==> config.mk <==
export PLATFORM = sky130hd
export DESIGN_NAME = layer_window_blend
export DESIGN_NICKNAME = d
export VERILOG_FILES = /design/src/rtl/lwb_pkg.sv /design/src/rtl/lwb_expand.sv /design/src/rtl/lwb_window.sv /design/src/rtl/lwb_mix.sv /design/src/rtl/layer_window_blend.sv
export SDC_FILE = /design/constraint.sdc
export NUM_CORES = 2
export LEC_CHECK = 0
export ABC_AREA = 1
export BUFFER_PORTS_ARGS = -buffer_cell sky130_fd_sc_hd__buf_2
export CORE_MARGIN = 5
export CORE_UTILIZATION = 55
export CTS_CLUSTER_DIAMETER = 50
export CTS_CLUSTER_SIZE = 28
export DETAILED_ROUTE_END_ITERATION = 8
export GPL_ROUTABILITY_DRIVEN = 0
export PLACE_DENSITY = 0.74
export SLEW_MARGIN = 15
export SYNTH_ARGS = -nofsm -noshare
export SYNTH_HDL_FRONTEND = slang
export SYNTH_SLANG_ARGS = --single-unit
==> constraint.sdc <==
create_clock -name clk -period 2.75 [get_ports clk]
set_input_delay 0.55 -clock clk [delete_from_list [all_inputs] [get_ports clk]]
set_output_delay 0.55 -clock clk [all_outputs]
set_load 0.005 [all_outputs]
==> src/rtl/lwb_pkg.sv <==
package lwb_pkg;
  localparam int CH_W = 8;
  localparam int CH_MAX = (1 << CH_W) - 1;

  typedef enum logic [2:0] {
    FMT_ARGB32 = 3'd0,
    FMT_RGB24  = 3'd1,
    FMT_R5G6B5 = 3'd2,
    FMT_A1RGB5 = 3'd3,
    FMT_ARGB16 = 3'd4,
    FMT_IDX8   = 3'd5,
    FMT_AIDX44 = 3'd6,
    FMT_AIDX88 = 3'd7
  } pix_fmt_e;

  typedef struct packed {
    logic [CH_W-1:0] a;
    logic [CH_W-1:0] r;
    logic [CH_W-1:0] g;
    logic [CH_W-1:0] b;
  } argb_t;

  localparam logic [2:0] W1_CONST       = 3'd4;
  localparam logic [2:0] W2_ONE_M_CONST = 3'd5;
endpackage

==> src/rtl/lwb_expand.sv <==
module lwb_expand
  import lwb_pkg::*;
(
  input  logic [2:0]  fmt,
  input  logic [31:0] pix,
  output argb_t       px
);
  always_comb begin
    px = '0;
    unique case (pix_fmt_e'(fmt))
      FMT_ARGB32: px = {pix[31:24], pix[23:16], pix[15:8], pix[7:0]};
      FMT_RGB24:  px = {8'hFF, pix[23:16], pix[15:8], pix[7:0]};
      FMT_R5G6B5: px = {8'hFF, pix[15:11], pix[15:13], pix[10:5], pix[10:9],
                        pix[4:0], pix[4:2]};
      FMT_A1RGB5: px = {{8{pix[15]}}, pix[14:10], pix[14:12], pix[9:5], pix[9:7],
                        pix[4:0], pix[4:2]};
      FMT_ARGB16: px = {pix[15:12], pix[15:12], pix[11:8], pix[11:8],
                        pix[7:4], pix[7:4], pix[3:0], pix[3:0]};
      FMT_IDX8:   px = {8'hFF, pix[7:0], pix[7:0], pix[7:0]};
      FMT_AIDX44: px = {pix[7:4], pix[7:4], {3{pix[3:0], pix[3:0]}}};
      FMT_AIDX88: px = {pix[15:8], pix[7:0], pix[7:0], pix[7:0]};
      default:    px = '0;
    endcase
  end

  always_comb begin
    if (fmt == FMT_RGB24) begin
      assert_rgb24_opaque_R5: assert (px.a == 8'hFF)
        else $error("24-bit format produced non-opaque alpha");
    end
  end
endmodule

==> src/rtl/lwb_window.sv <==
module lwb_window #(
  parameter int COL_W = 12,
  parameter int ROW_W = 11
) (
  input  logic [COL_W-1:0] col,
  input  logic [ROW_W-1:0] row,
  input  logic [COL_W-1:0] col_lo,
  input  logic [COL_W-1:0] col_hi,
  input  logic [ROW_W-1:0] row_lo,
  input  logic [ROW_W-1:0] row_hi,
  output logic             hit
);
  logic in_cols, in_rows;
  assign in_cols = (col >= col_lo) && (col <= col_hi);
  assign in_rows = (row >= row_lo) && (row <= row_hi);
  assign hit     = in_cols && in_rows;
endmodule

==> src/rtl/lwb_mix.sv <==
module lwb_mix
  import lwb_pkg::*;
#(
  parameter int NCH = 3
) (
  input  argb_t                layer,
  input  logic [NCH*CH_W-1:0]  under,
  input  logic [2:0]           w1_code,
  input  logic [2:0]           w2_code,
  input  logic [CH_W-1:0]      const_a,
  output logic [NCH*CH_W-1:0]  mixed
);
  localparam int PROD_W = 2 * CH_W;
  localparam int SUM_W  = PROD_W + 2;

  function automatic logic [CH_W-1:0] div_round(input logic [SUM_W-1:0] num);
    logic [SUM_W-1:0] q;
    q = (num + SUM_W'(CH_MAX / 2)) / SUM_W'(CH_MAX);
    div_round = (q > SUM_W'(CH_MAX)) ? CH_W'(CH_MAX) : q[CH_W-1:0];
  endfunction

  logic [CH_W-1:0]       scaled_a;
  logic [CH_W-1:0]       w1, w2;
  logic [NCH*CH_W-1:0]   layer_rgb;

  assign scaled_a  = div_round(SUM_W'(layer.a) * SUM_W'(const_a));
  assign w1        = (w1_code == W1_CONST) ? const_a : scaled_a;
  assign w2        = CH_W'(CH_MAX) - ((w2_code == W2_ONE_M_CONST) ? const_a : scaled_a);
  assign layer_rgb = {layer.r, layer.g, layer.b};

  for (genvar c = 0; c < NCH; c++) begin : g_ch
    logic [SUM_W-1:0] acc;
    assign acc = SUM_W'(w1) * SUM_W'(layer_rgb[c*CH_W +: CH_W])
               + SUM_W'(w2) * SUM_W'(under[c*CH_W +: CH_W]);
    assign mixed[c*CH_W +: CH_W] = div_round(acc);
  end

  always_comb begin
    if (w1_code == W1_CONST && w2_code == W2_ONE_M_CONST && const_a == CH_W'(CH_MAX)) begin
      assert_opaque_copy_R8: assert (mixed == layer_rgb)
        else $error("opaque constant weights did not reproduce layer colour");
    end
  end
endmodule

==> src/rtl/layer_window_blend.sv <==
module layer_window_blend
  import lwb_pkg::*;
#(
  parameter int COL_W = 12,
  parameter int ROW_W = 11
) (
  input  logic             clk,
  input  logic             rst_n,
  input  logic             cfg_enable,
  input  logic [2:0]       cfg_fmt,
  input  logic [31:0]      cfg_hwin,
  input  logic [31:0]      cfg_vwin,
  input  logic [15:0]      cfg_blend,
  input  logic [7:0]       cfg_alpha,
  input  logic             in_valid,
  output logic             in_ready,
  input  logic [31:0]      in_pix,
  input  logic [COL_W-1:0] in_col,
  input  logic [ROW_W-1:0] in_row,
  input  logic [23:0]      in_under,
  output logic             out_valid,
  input  logic             out_ready,
  output logic [23:0]      out_rgb
);
  localparam int HI_LSB = 16;
  localparam int RGB_W  = 3 * CH_W;

  argb_t            layer_px;
  logic             win_hit;
  logic [RGB_W-1:0] mixed_rgb;
  logic [RGB_W-1:0] next_rgb;

  logic unused_cfg;
  assign unused_cfg = ^{cfg_hwin[31:HI_LSB+COL_W], cfg_hwin[HI_LSB-1:COL_W],
                        cfg_vwin[31:HI_LSB+ROW_W], cfg_vwin[HI_LSB-1:ROW_W],
                        cfg_blend[15:11], cfg_blend[7:3]};

  lwb_expand u_expand (
    .fmt (cfg_fmt),
    .pix (in_pix),
    .px  (layer_px)
  );

  lwb_window #(.COL_W(COL_W), .ROW_W(ROW_W)) u_window (
    .col    (in_col),
    .row    (in_row),
    .col_lo (cfg_hwin[COL_W-1:0]),
    .col_hi (cfg_hwin[HI_LSB+COL_W-1:HI_LSB]),
    .row_lo (cfg_vwin[ROW_W-1:0]),
    .row_hi (cfg_vwin[HI_LSB+ROW_W-1:HI_LSB]),
    .hit    (win_hit)
  );

  lwb_mix #(.NCH(3)) u_mix (
    .layer   (layer_px),
    .under   (in_under),
    .w1_code (cfg_blend[10:8]),
    .w2_code (cfg_blend[2:0]),
    .const_a (cfg_alpha),
    .mixed   (mixed_rgb)
  );

  assign next_rgb = (cfg_enable && win_hit) ? mixed_rgb : in_under;
  assign in_ready = !out_valid || out_ready;

  always_ff @(posedge clk or negedge rst_n) begin
    if (!rst_n) begin
      out_valid <= 1'b0;
      out_rgb   <= '0;
    end else if (in_ready) begin
      out_valid <= in_valid;
      if (in_valid) out_rgb <= next_rgb;
    end
  end

  assert_stall_hold_R1: assert property (@(posedge clk) disable iff (!rst_n)
    out_valid && !out_ready |=> out_valid && $stable(out_rgb));

  assert_stall_block_R1: assert property (@(posedge clk) disable iff (!rst_n)
    out_valid && !out_ready |-> !in_ready);

  assert_disabled_pass_R4: assert property (@(posedge clk) disable iff (!rst_n)
    in_valid && in_ready && !cfg_enable |=> out_valid && out_rgb == $past(in_under));

  assert_outside_pass_R3: assert property (@(posedge clk) disable iff (!rst_n)
    in_valid && in_ready && !win_hit |=> out_rgb == $past(in_under));
endmodule

==> results.md <==
- R2R depth: 5
- Initial antenna violation count: 4
- Pre-CTS setup slack: -18.42 ns
- Worst min path class: in -> async
- Worst Max-Slew Pin Slew: ~0.81 ns
- I/O Buffers: 172
- Vias: ~37k
- Largest net degree at the start of global routing: 35
- Area contributors post-synth: fa_1, nand2_1, inv_1, ha_1, nor2_1
- Crit path capture type: register
- Crit-path max cell delay: 0.63 ns
- Fillers: 2823
- Area grow syn2layout: 51.2%
- Sequential area share after synthesis: 2.12%
- Die footprint: just under 60000 µm²
- YS warnings: 0
- Commonest register cell after synthesis: dfrtp_1
- Setup TNS: -398.29 ns
- First-pass GRT wire length: 166000 µm
- Post-layout util: 84.3%
- Hold Vio Cnt, Final: 0
- Routed vias/inst: around 5.6
- Fraction of layout cells with a size suffix above 1: 40.6%
- Detailed Route Iter0 Violations: 3577
- Synth top area share: between 20% and 30%
- H-tree depth: 1
- Setup Viol. Count Final: 24
- R2R Setup Slk: between 0.9 and 1 ns
- Die Y-Extent: between 200 and 250 µm
- Most numerous cell on the critical path: nand2_1
- Fin. max-slew vios: 0
- Worst EP required: about 2.9 ns
- Setup crit start kind: input pin
- Initial Util: ~56%
- Synth Instances: 4626
- Vias in the first global route: between 30k and 40k
- Ports: 201
- Gr ovfl total: 0
- First-pass DRT Iterations: 9
- Routed Antenna Nets: 0
- Failing checks: negative setup slack
- Clock-pin slew on the worst setup and hold paths: around 0.08 ns
- Post-route setup slack: -18.39 ns
- Setup Skew: a little under 0.006 ns
- Final period util: 769%
- Most area-hungry cell type in the Yosys netlist: fa_1
- Detail Placement HPWL: around 80000 µm
- Number of max-cap violations: 0
- Crit Path Max Fanout: 8
- Skew-Pair Late Insertion Delay: between 0.2 and 0.3 ns
- TritonCTS clock tree: done
- Worst path arrival time: roughly 21 ns
- Number of buffers created by CTS: 3
- CTS Root Cell: clkbuf_16
- Die W: 241 µm
- Asr flop ratio synth: 100%
- Worst-path cell with the longest stage delay: fa_1
- Post-Route WL: ~110000 µm
- Number of distinct library cells after synthesis: 68
- WL/cell: 16.9 µm
- Placed cell area: between 40000 and 50000 µm²
- Post-synth EDFFs: 0
- Capturing point of the worst reg2reg path: out_rgb[9]
- CTS Buffer Depth: 2
- Max_slew headroom: 46.1%
- Status: complete, but fails checks
- # DRC: 0
- Setup Crit Path Kind: in -> reg
- All-Layer GR Usage: ~34%
- Unrepaired setup endpoints after global routing: yes
- Fin crit period: about 21 ns
- Placement row count: 84
- Core footprint: between 50000 and 60000 µm²
- Synth Net Count: between 5k and 6k
- Max Freq: approximately 47 MHz
- Avg Inst Size Synth: 6.37 µm²
- RR Startpoint: out_valid
- Synth Cell Area: 29500 µm²
- Final #Nets: between 6k and 7k
- CTS Sinks: 25
- Design area: between 40000 and 50000 µm²
- Top post-synthesis cells by count: nand2_1, inv_1, nor2_1
- Synthesized flop and latch total: 25
- Count leader, synth: nand2_1
## state kept, by name, indices dropped and copies added (netlist names)
signal and count:
out_rgb 24, out_valid 1
## logic make-up (layout without fill, tap and decap cells)
logic type	count (synthesis)	count (layout)	synth area share [%]
buf+inv	1131	2514	14.7
compound gates	390	390	8.23
other cells	0	4	0
flops	25	25	2.12
xor+xnor	56	56	1.84
simple gates	2398	2405	38.1
fa+ha+maj	626	626	35.1
## final cells by class
cell class	instances	area (µm²)	area share [%]
Antenna cell	4	10.0	0.0225
Timing Repair Buffer	1416	10600	23.8
Clock inverter	1	7.51	0.0169
Inverter	1094	4160	9.33
Clock buffer	3	75.1	0.169
Sequential cell	25	626	1.40
Multi-Input combinational cell	3477	28200	63.3
Tap cell	688	861	1.93
## how the worst max path moves through the flow
stage          depth (start not counted)  slack [ns]       start           to
5_1_grt                              154      -19.68  cfg_fmt[0]  out_rgb[16]
4_1_cts                              143      -17.26  cfg_fmt[0]   out_rgb[8]
6_report                             152      -18.39  cfg_fmt[2]  out_rgb[16]
3_3_place_gp                         156      -17.72  cfg_fmt[0]   out_rgb[0]
2_1_floorplan                        155      -16.46  cfg_fmt[0]   out_rgb[0]
3_5_place_dp                         149      -18.42  cfg_fmt[0]   out_rgb[0]
## critical path, delay by kind of cell
family | cells | cell delay (ns)
AND/OR/NAND/NOR | 93 | 9.54
AO/OA/AOI/OAI | 13 | 1.86
adder cells (fa/ha/maj) | 14 | 5.77
buffers and inverters | 31 | 3.26
XOR/XNOR | 1 | 0.26
## cells in the final DEF (no fill, tap or decap), types with 10 or more instances in the layout
| cell type | n |
|---|---|
| o21ai_1 | 51 |
| buf_4 | 1183 |
| a22o_1 | 20 |
| inv_1 | 958 |
| inv_4 | 12 |
| buf_12 | 17 |
| inv_2 | 116 |
| fa_2 | 15 |
| buf_6 | 46 |
| o211ai_1 | 23 |
| nand2_2 | 226 |
| ha_4 | 23 |
| nor3_1 | 16 |
| nand2_8 | 13 |
| a21oi_2 | 20 |
| xnor2_1 | 14 |
| xor2_1 | 24 |
| nand3b_1 | 20 |
| nor2_1 | 451 |
| a21oi_1 | 75 |
| nand2_4 | 130 |
| nand3_4 | 62 |
| nor2_2 | 75 |
| o21ai_0 | 63 |
| dfrtp_1 | 25 |
| nand2_1 | 902 |
| o21ai_2 | 42 |
| nor2_4 | 100 |
| nand3_2 | 105 |
| fa_1 | 318 |
| ha_1 | 266 |
| xor2_2 | 10 |
| nand3_1 | 177 |
| buf_2 | 169 |
| nand4_1 | 90 |
| o21a_1 | 15 |
## per-layer routing
metal	part of all wire, %	track usage [%]
met3	9.7	5.98
met2	48	59.0
met4	6.1	11.7
met5	0	0
met1	37	41.8
## timing repair
action	4_1_cts	5_1_grt
cloned	7	0
hold endpoints to repair	0	0
gates resized for setup	355	362
setup endpoints to repair	24	24
setup buffers	143	65
hold buffers	0	0
pin swaps	267	254
## stage by stage
stage,hold slack (ns),cells
after floorplan,0.254,4626
after global placement,0.464,6489
after detailed placement,0.469,6489
after CTS,0.305,6643
after global routing,0.354,6708
final,0.303,6708
Power is left out: the tool's default activity adds up to more than one toggle a clock period on the data nets, which glitch-free logic cannot reach.
